## config.mk

```make
export PLATFORM = sky130hd
export DESIGN_NAME = univ_shift_reg
export DESIGN_NICKNAME = d
export VERILOG_FILES = /design/src/rtl/univ_shift_reg.sv
export SDC_FILE = /design/constraint.sdc
export NUM_CORES = 1
export LEC_CHECK = 0
export BUFFER_PORTS_ARGS = -buffer_cell sky130_fd_sc_hd__buf_2
export CAP_MARGIN = 0
export CORE_AREA = 2 2 39 41
export DETAILED_ROUTE_END_ITERATION = 8
export DIE_AREA = 0 0 41 43
export PLACE_DENSITY_LB_ADDON = 0.3
export REMOVE_ABC_BUFFERS = 1
export SYNTH_ARGS = -nofsm -noshare
export SYNTH_HDL_FRONTEND = slang
export SYNTH_SLANG_ARGS = --single-unit
```

## constraint.sdc

```tcl
create_clock -name clk -period 2.5 [get_ports clk]
set_clock_uncertainty 0.15 [all_clocks]
set_input_delay 0.25 -clock clk [delete_from_list [all_inputs] [get_ports clk]]
set_output_delay 0.25 -clock clk [all_outputs]
set_load 0.05 [all_outputs]
```

## src/rtl/univ_shift_reg.sv

```systemverilog
module univ_shift_reg #(
  parameter int WIDTH = 8
) (
  input  logic             clk,
  input  logic             clr_n,
  input  logic [1:0]       mode,
  input  logic             dis_a,
  input  logic             dis_b,
  input  logic             ser_r_in,
  input  logic             ser_l_in,
  input  logic [WIDTH-1:0] pad_in,
  output logic [WIDTH-1:0] pad_out,
  output logic             pad_oe,
  output logic             first_q,
  output logic             last_q
);

  localparam logic [1:0] M_HOLD = 2'b00;
  localparam logic [1:0] M_SHR  = 2'b01;
  localparam logic [1:0] M_SHL  = 2'b10;
  localparam logic [1:0] M_LOAD = 2'b11;

  logic [WIDTH-1:0] stage_q;
  logic [WIDTH-1:0] stage_d;

  always_comb begin
    case (mode)
      M_HOLD:  stage_d = stage_q;
      M_SHR:   stage_d = {stage_q[WIDTH-2:0], ser_r_in};
      M_SHL:   stage_d = {ser_l_in, stage_q[WIDTH-1:1]};
      M_LOAD:  stage_d = pad_in;
      default: stage_d = stage_q;
    endcase
  end

  always_ff @(posedge clk) begin
    if (!clr_n) stage_q <= '0;
    else        stage_q <= stage_d;
  end

  assign pad_out = stage_q;
  assign pad_oe  = (mode != M_LOAD) && !dis_a && !dis_b;
  assign first_q = stage_q[0];
  assign last_q  = stage_q[WIDTH-1];

endmodule

```

==> qor.txt, run 1 <==
POWER
-------------------------------------------------------------------------------------
Worst IR drop on VDD                                                       0.000249 V
Cell leakage power                                                        0.000297 µW
Total design power                                                             334 µW
Power per standard cell area                                               595 nW/µm²

GLOBAL ROUTING
-------------------------------------------------------------------------------------
Global-route met3 utilization                                                  0.0314
All-layer global routing usage                                                  0.114
Maximum number of pins on one net before global-route repair                       18
Grt total ovfl                                                                      0
Global Route met2 Usage                                                         0.156
Layer carrying the most global-route usage                                       met2
First-pass GRT wire length                                                    1300 µm
Met1 usage                                                                      0.147
Via count of the first global-routing pass                                        315
Number of antenna violations at the first check in global routing                   0

STA
-------------------------------------------------------------------------------------
Achievable Freq                                                               687 MHz
Time the worst path needs with I/O delays and setup                           1.46 ns
Relative slew slack                                                             0.690
Slew Limit Fails                                                                    0
Unrepaired setup endpoints after global routing                                 false
Final count of hold timing violations                                               0
Tightest Pin Transition                                                      0.465 ns
Setup TNS                                                                        0 ns
Crit share post-route                                                           0.582
Final-report setup violation count                                                  0

SYNTH
-------------------------------------------------------------------------------------
Multiplexer share of the synthesized area                                       0.366
Post-synthesis share of cell area spent on and, or, nand and nor gates         0.0229
Synthesized cell area                                                         438 µm²
Largest family of logic cells by synthesized area                        multiplexers
Post-synthesis adder-cell area fraction                                             0
Number of instances in the synthesized netlist                                     40
Average instance area after synthesis                                        10.9 µm²
Post-synthesis sequential area ratio                                            0.366
Share of the synthesized netlist area taken by xor and xnor gates                   0
Number of unique standard cell types used by synthesis                             10
Post-synth top area cell                                                      dfxtp_1
Flip-flop and latch count after synthesis                                           8
Synthesized-area fraction occupied by ao, oa, aoi and oai cells                 0.131
Leading post-synthesis cells by cell area                                dfxtp_1 37%, mux2i_1 37%, o22ai_1 11%, buf_12 4.6%, buf_4 3.4%
Number of warning messages in the yosys log                                         0
Share of the synthesized area in the top cell type                              0.366

CLOCKING
-------------------------------------------------------------------------------------
Clock transition at the registers of the reported paths                       0.06 ns
Total setup buffers inserted after CTS                                              0
Buffers from clock root to sink, at most                                            2
Number of buffers inserted during clock tree synthesis                              3
Number of instances resized during post-cts repair                                  0
Library cell used as clock root buffer                                       clkbuf_4
Clock network latency to the later pin of the worst-skew pair                 0.25 ns
Sink count of the clock tree                                                        8
Maximum level of the CTS H-tree                                                     1
TritonCTS clock tree                                                            built
Cts hold-fix bufs                                                                   0

CRITICAL PATH
-------------------------------------------------------------------------------------
Largest fanout on the critical path                                                17
Most frequent cell on the critical path                                         buf_2
Gate family responsible for the most delay along the worst path          buffers and inverters
Data required time of the critical path                                       2.10 ns
Master of the slowest instance on the critical path                             buf_2
Biggest cell delay along the critical path                                    0.29 ns
Critical path type                                                             in2out
WP data arrival                                                               1.06 ns
CP Capture Type                                                          primary output
Startpoint type of the worst setup path                                    input port
Total buffers and inverters traversed by the critical path                          2
Cell-by-cell trace of the critical path                                  buf_2 -> a211oi_1 -> buf_2

MIN PATH
-------------------------------------------------------------------------------------
Hold crit path type                                                            in2reg

ROUTING
-------------------------------------------------------------------------------------
Remaining routing DRC violations                                                    0
1st-pass router iterations                                                          4
Via count normalized by instance count                                           5.06
Final wirelength                                                               934 µm
Starting DRT DRC Count                                                              1
Average detailed-routed wire length per instance                              11.7 µm
Vias after detailed routing                                                       405
Post-route ant nets                                                                 0

FLOORPLAN
-------------------------------------------------------------------------------------
Row Count                                                                          14
Ports                                                                              27
Initial core utilization                                                        0.316
Core area                                                                    1380 µm²
Area enclosed by the die boundary                                            1760 µm²
Width of the chip                                                               41 µm
Y dimension of the die                                                          43 µm

PLACED DESIGN
-------------------------------------------------------------------------------------
Total of buffers placed on input and output ports                                  26
DP HPWL                                                                        673 µm
Placer Congestion                                                               0.650

LAYOUT
-------------------------------------------------------------------------------------
Diode insertion count for antenna repair                                            0
Post-layout nets                                                                   82
Max reg flops                                                                       8
Share of cells above drive strength 1                                           0.453
Synthesis-to-layout area growth                                                 28.0%

STATUS
-------------------------------------------------------------------------------------
Status                                                                   complete, no violations

FLOW RUN
-------------------------------------------------------------------------------------
Number of max-cap violations                                                        0

metal layers:
layer,wire [µm],part of all wire,vias up
li1,-,-,200
met3,105,0.11,2
met4,16,0.017,0
met2,394,0.42,22
met5,0,0,-
met1,418,0.45,181
layout make-up:
class,instances,area [µm²]
repair buffers,26,130
well taps,16,20.0
clock buffers,3,22.5
fillers,154,823
flip-flops and latches,8,160
multi-input cells,27,228
layout by cell type, fill, tap and decap left out, drive strengths merged:
cell type,count
buf,26
mux2i,16
o22ai,8
dfxtp,8
clkbuf,3
a211oi,1
nand2,1
nand2b,1
power by group:
group          total [µW]  switching, µW  internal, µW
logic                91.8           60.7          31.2
registers             142           6.81           135
clock network        99.6           44.6          55.0
total                 334            112           222
final timing paths:
check / startpoint / to / slack [ns] / cells after the start
hold / removal: pad_in[6] / pad_out[6]$_SDFFE_PN0P_ / 0.13 / 3
setup reg to reg: pad_out[6]$_SDFFE_PN0P_ / pad_out[7]$_SDFFE_PN0P_ / 1.64 / 2
hold reg to reg: pad_out[7]$_SDFFE_PN0P_ / pad_out[6]$_SDFFE_PN0P_ / 0.43 / 2
setup / recovery: mode[0] / pad_oe / 1.04 / 3
synthesized netlist by cell type (all sizes together):
cell type / instances
o22ai: 8
nand2: 1
mux2i: 16
nand2b: 1
buf: 5
a211oi: 1
dfxtp: 8
worst reg2reg max path, cell delays in order, from the launching register on:
cell	delay, ns
dfxtp_1	0.38
mux2i_1	0.09
o22ai_1	0.16
through the flow:
stage | cell area [µm²] | setup slack [ns] | hold WS, ns | instances | utilization
after floorplan | 388 | 0.647 | 0.278 | 35 | -
after global placement | 538 | 1.05 | 0.397 | 77 | 0.389
after detailed placement | 538 | 1.04 | 0.386 | 77 | 0.389
after CTS | 561 | 1.04 | 0.133 | 80 | 0.405
after global routing | 561 | 0.941 | 0.148 | 80 | 0.405
final | 561 | 1.04 | 0.132 | 80 | 0.405
kinds of logic after synthesis:
group                  after synthesis
multiplexers                        16
AO/OA/AOI/OAI                        9
flip-flops                           8
buffers and inverters                5
AND/OR/NAND/NOR                      2
Note: power is estimated with default switching activity, not from simulation.
==> inputs of run 2 (changes only) <==
clock period = 1.2 ns   (was 2.5 ns; I/O delays follow)
==> run 2 against run 1 <==
Effect of this change: combinational power rose by 120%; power rose by 110%; cell count rose by 6.3%; non-clock buffer count rose by 5; clock power rose by 97%; die area did not move; first-iteration DRC count did not move.
==> qor.txt, run 2 (synthesis results as in run 1) <==
STATUS
--------------------------------------------------------------------------------
Status                                                              complete, no violations

ROUTING
--------------------------------------------------------------------------------
Average detailed-routed wire length per instance                         9.96 µm
Remaining routing DRC violations                                               0
Vias after detailed routing                                                  409
Via count normalized by instance count                                      4.81
Final wirelength                                                          847 µm
Post-route ant nets                                                            0
Starting DRT DRC Count                                                         1
1st-pass router iterations                                                     3

CLOCKING
--------------------------------------------------------------------------------
Maximum level of the CTS H-tree                                                1
Clock transition at the registers of the reported paths                  0.05 ns
Clock network latency to the later pin of the worst-skew pair            0.25 ns
Sink count of the clock tree                                                   8
TritonCTS clock tree                                                       built
Number of buffers inserted during clock tree synthesis                         3
Library cell used as clock root buffer                                  clkbuf_4
Buffers from clock root to sink, at most                                       2
Total setup buffers inserted after CTS                                         0

GLOBAL ROUTING
--------------------------------------------------------------------------------
Number of antenna violations at the first check in global routing              0
All-layer global routing usage                                             0.114
Grt total ovfl                                                                 0
Via count of the first global-routing pass                                   377
First-pass GRT wire length                                               1390 µm
Maximum number of pins on one net before global-route repair                  10

CRITICAL PATH
--------------------------------------------------------------------------------
CP Capture Type                                                     primary output
Startpoint of the worst-slack reg-to-reg timing path                pad_out[5]$_SDFFE_PN0P_
Largest fanout on the critical path                                            4
Number of gates on the worst path with buffers counted                         1
WP data arrival                                                          0.89 ns
Cells on worst reg2reg path                                                    2
Gate family responsible for the most delay along the worst path       flip-flops
Total buffers and inverters traversed by the critical path                     1
R2r endpoint                                                        pad_out[4]$_SDFFE_PN0P_
Master of the slowest instance on the critical path                      dfxtp_1
Worst reg-to-reg setup slack                                             0.36 ns
Biggest cell delay along the critical path                               0.36 ns
Startpoint type of the worst setup path                                flip-flop
Critical path type                                                       reg2out
Data required time of the critical path                                  0.93 ns
Cell-by-cell trace of the critical path                                    buf_2

PLACED DESIGN
--------------------------------------------------------------------------------
Placer Congestion                                                          0.630
Number of cells in the design after placement                                 79
Total of buffers placed on input and output ports                             26

MIN PATH
--------------------------------------------------------------------------------
Hold crit path type                                                       in2reg
Capture endpoint of the worst hold path                             pad_out[1]$_SDFFE_PN0P_
Worst hold start                                                       pad_in[1]
Worst hold stages                                                              3

LAYOUT
--------------------------------------------------------------------------------
Diode insertion count for antenna repair                                       0
Share of cells above drive strength 1                                      0.449
Synthesis-to-layout area growth                                            41.1%
Filler cell count                                                            137
Max reg flops                                                                  8
Post-layout nets                                                              87
Multi-input logic area                                                   228 µm²
Leading cell type in the layout, fill and taps excluded                    buf_2
Commonest cells after routing, fill and taps aside                  21 x buf_2, 16 x mux2i_1, 8 x o22ai_1, 8 x clkbuf_4, 8 x dfxtp_1
Footprint of the flip-flops and latches                                  160 µm²
Layout Cells excl Fill                                                        85

FLOORPLAN
--------------------------------------------------------------------------------
Row Count                                                                     14
Area enclosed by the die boundary                                       1760 µm²
Y dimension of the die                                                     43 µm
Core area                                                               1380 µm²
Width of the chip                                                          41 µm
Initial core utilization                                                   0.316
Ports                                                                         27

POWER
--------------------------------------------------------------------------------
Cell leakage power                                                   0.000317 µW
Total design power                                                        700 µW
Worst IR drop on VDD                                                  0.000584 V
Power per standard cell area                                         1130 nW/µm²

STA
--------------------------------------------------------------------------------
Unrepaired setup endpoints after global routing                            false
Achievable Freq                                                          865 MHz
Slew Limit Fails                                                               0
Final count of hold timing violations                                          0
Final-report setup violation count                                             0
Relative slew slack                                                        0.805
Crit share post-route                                                      0.964
Time the worst path needs with I/O delays and setup                      1.16 ns
Tightest Pin Transition                                                 0.293 ns
Post-Route Hold Slack                                                  0.0212 ns
Setup TNS                                                                   0 ns

FLOW RUN
--------------------------------------------------------------------------------
Number of max-cap violations                                                   0

==> run 2: cell count changes in the layout (fill, tap and decap cells not counted), sizes merged <==
cell | previous run | this run
dlygate4sd3 | 0 | 3
clkbuf | 3 | 8
buf | 26 | 23
==> run 2: per-layer routing <==
| layer | vias to the layer above | track usage | wire (µm) |
|---|---|---|---|
| met5 | - | 0 | 0 |
| met4 | 0 | 0.0600 | 0 |
| met1 | 179 | 0.146 | 376 |
| met2 | 20 | 0.166 | 376 |
| met3 | 0 | 0.0314 | 93 |
| li1 | 210 | - | - |
==> run 2: metrics by stage <==
stage | util | instance area, µm² | setup WS [ns]
after floorplan | - | 388 | -0.393
after global placement | 0.400 | 553 | 0.209
after detailed placement | 0.400 | 553 | 0.194
after CTS | 0.438 | 606 | 0.0106
after global routing | 0.447 | 618 | 0.000892
final | 0.447 | 618 | 0.0433
==> run 2: power breakdown <==
| part | internal (µW) | leakage (µW) | switching, µW |
|---|---|---|---|
| logic | 79.7 | 0.000238 | 127 |
| registers | 282 | 0.0000656 | 14.5 |
| clock network | 114 | 0.0000138 | 82.5 |
==> run 2: final cells by class <==
type | instances | area share
multi-input combinational | 27 | 0.368
sequential | 8 | 0.259
clock buffer | 3 | 0.0364
timing repair buffer | 31 | 0.304
tap | 16 | 0.0324
==> run 2: what timing repair did <==
item	in CTS	in global routing
endpoints found under the hold margin	2	0
resized for setup	0	5
hold buffers	3	0
endpoints found under the setup margin	0	5
==> run 2: worst register-to-register path: stages, from the launching register on <==
cell and delay, ns:
dfxtp_1 0.33, mux2i_1 0.13, o22ai_1 0.10
==> run 2: worst max path at each step <==
stage	from	slack [ns]	endpoint
final	pad_out[7]$_SDFFE_PN0P_	0.04	pad_out[7]
after global routing	pad_out[7]$_SDFFE_PN0P_	0.0009	pad_out[7]
after CTS	pad_out[4]$_SDFFE_PN0P_	0.01	pad_out[4]
after detailed placement	mode[0]	0.19	pad_oe
after global placement	mode[0]	0.21	pad_out[5]$_SDFFE_PN0P_
after floorplan	mode[0]	-0.39	pad_oe
==> inputs of run 3 (changes only) <==
--- a/config.mk
+++ b/config.mk
@@ -6,5 +6,5 @@
 export NUM_CORES = 1
 export LEC_CHECK = 0
-export BUFFER_PORTS_ARGS = -buffer_cell sky130_fd_sc_hd__buf_2
+export BUFFER_PORTS_ARGS = -buffer_cell sky130_fd_sc_hd__buf_4
 export CAP_MARGIN = 0
 export CORE_AREA = 2 2 39 41
--- a/constraint.sdc
+++ b/constraint.sdc
@@ -3,3 +3,3 @@
 set_input_delay 0.12 -clock clk [delete_from_list [all_inputs] [get_ports clk]]
 set_output_delay 0.12 -clock clk [all_outputs]
-set_load 0.05 [all_outputs]
+set_load 0.02 [all_outputs]
==> run 3 against run 2 <==
Effect of this change: sequential power hardly changed; combinational power is 19% lower; utilization is 0.54 points higher; critical path depth stayed put; highest routed layer unchanged; register-to-register slack worse by 0.02 ns; worst setup slack better by 0.10 ns; power is 5.3% lower; die area stayed put; clock power hardly changed; global-route usage is 0.30 points higher.
==> qor.txt, run 3 (synthesis results as in run 1) <==
LAYOUT
--------------------------------------------------------------------------------
Max reg flops                                                                  8
Share of cells above drive strength 1                                      0.453
Commonest cells after routing, fill and taps aside                  26 x buf_4, 16 x mux2i_1, 8 x o22ai_1, 8 x dfxtp_1, 3 x clkbuf_4
Leading cell type in the layout, fill and taps excluded                    buf_4
Post-layout nets                                                              82
Filler cell count                                                            148
Diode insertion count for antenna repair                                       0
Layout Cells excl Fill                                                        80
Synthesis-to-layout area growth                                            42.9%

POWER
--------------------------------------------------------------------------------
Power per standard cell area                                         1060 nW/µm²
Clock network fraction of total power                                      0.301
Logic gate share of total power                                            0.251
Pint                                                                      486 µW
Switch share                                                               0.267
Cell leakage power                                                   0.000311 µW
Sequential cell fraction of total power                                    0.449
Worst IR drop on VDD                                                  0.000559 V
Reported net switching power                                              177 µW

CLOCKING
--------------------------------------------------------------------------------
Clock network latency to the later pin of the worst-skew pair            0.25 ns
TritonCTS clock tree                                                       built
Library cell used as clock root buffer                                  clkbuf_4
Buffers from clock root to sink, at most                                       2
Cts hold-fix bufs                                                              0
Number of buffers inserted during clock tree synthesis                         3
Sink count of the clock tree                                                   8
Total setup buffers inserted after CTS                                         0
Maximum level of the CTS H-tree                                                1
Clock transition at the registers of the reported paths                  0.05 ns
Number of instances resized during post-cts repair                             0

PLACED DESIGN
--------------------------------------------------------------------------------
Number of cells in the design after placement                                 77
Total of buffers placed on input and output ports                             26
DP HPWL                                                                   691 µm
Placer Congestion                                                          0.631

ROUTING
--------------------------------------------------------------------------------
Post-route ant nets                                                            0
Vias after detailed routing                                                  400
Top layer in use                                                            met3
Starting DRT DRC Count                                                         1
Detailed-routed wire length on met3                                       115 µm
Final wirelength                                                          924 µm
Routed wl met2                                                            415 µm
Remaining routing DRC violations                                               0
1st-pass router iterations                                                     2
Via count normalized by instance count                                      5.00
Average detailed-routed wire length per instance                         11.6 µm
Met1 layer wirelength in the final routing                                392 µm

STA
--------------------------------------------------------------------------------
Crit share post-route                                                      0.879
Unrepaired setup endpoints after global routing                            false
Slew Limit Fails                                                               0
Relative slew slack                                                        0.806
Achievable Freq                                                          948 MHz
Final-report setup violation count                                             0
Tightest Pin Transition                                                 0.290 ns
Setup TNS                                                                   0 ns
Time the worst path needs with I/O delays and setup                      1.05 ns
Final count of hold timing violations                                          0

FLOORPLAN
--------------------------------------------------------------------------------
Ports                                                                         27
Initial core utilization                                                   0.316
Core area                                                               1380 µm²
Width of the chip                                                          41 µm
Row Count                                                                     14
Area enclosed by the die boundary                                       1760 µm²
Y dimension of the die                                                     43 µm

CRITICAL PATH
--------------------------------------------------------------------------------
Largest fanout on the critical path                                            4
Biggest cell delay along the critical path                               0.37 ns
Cell-by-cell trace of the critical path                                    buf_4
Critical path type                                                       reg2out
WP data arrival                                                          0.78 ns
CP Capture Type                                                     primary output
Startpoint type of the worst setup path                                flip-flop
Master of the slowest instance on the critical path                      dfxtp_1
Gate family responsible for the most delay along the worst path       flip-flops
Total buffers and inverters traversed by the critical path                     1
Data required time of the critical path                                  0.93 ns

FLOW RUN
--------------------------------------------------------------------------------
Number of max-cap violations                                                   0

GLOBAL ROUTING
--------------------------------------------------------------------------------
First-pass GRT wire length                                               1380 µm
Maximum number of pins on one net before global-route repair                  18
Via count of the first global-routing pass                                   347
Number of antenna violations at the first check in global routing              0
All-layer global routing usage                                             0.117
Grt total ovfl                                                                 0

MIN PATH
--------------------------------------------------------------------------------
Hold crit path type                                                       in2reg

STATUS
--------------------------------------------------------------------------------
Status                                                              complete, no violations

## run 3: cell count changes in the layout (fill, tap and decap cells not counted), sizes merged
cell / change
clkbuf: -5
buf: +3
dlygate4sd3: -3
## run 3: routing by layer
metal / GRT usage / vias to the layer above
met3: 0.0314 / 0
met2: 0.153 / 20
li1: - / 203
met4: 0.0800 / 0
met1: 0.159 / 177
met5: 0 / -
## run 3: power by group through the flow
stage          registers, µW  clock network, µW  logic, µW
2_1_floorplan            326                  0       52.0
3_3_place_gp             303                  0        166
3_5_place_dp             303                  0        167
4_1_cts                  297                212        168
5_1_grt                  300                225        180
6_report                 297                199        166
## run 3: per-stage QoR
step	area, µm²	setup slack (ns)	utilization	total power, µW	hold WS (ns)
floorplan	388	0.150	-	378	0.148
global placement	603	0.188	0.436	469	0.261
detailed placement	603	0.172	0.436	471	0.259
CTS	626	0.133	0.452	678	0.00685
global route	626	0.0858	0.452	704	0.00743
finish	626	0.145	0.452	663	0.0173
## run 3: path summary, 6_finish.rpt
kind | end | depth (start not counted) | from | slack (ns)
hold / removal | pad_out[7]$_SDFFE_PN0P_ | 3 | ser_l_in | 0.02
hold reg to reg | pad_out[3]$_SDFFE_PN0P_ | 2 | pad_out[4]$_SDFFE_PN0P_ | 0.44
setup / recovery | pad_out[6] | 1 | pad_out[6]$_SDFFE_PN0P_ | 0.15
setup reg to reg | pad_out[4]$_SDFFE_PN0P_ | 2 | pad_out[5]$_SDFFE_PN0P_ | 0.34
## run 3: final cells by class
type	count	area [µm²]	share of cell area
clock buffer	3	22.5	0.0360
tap	16	20.0	0.0320
multi-input combinational	27	228	0.364
timing repair buffer	26	195	0.312
sequential	8	160	0.256
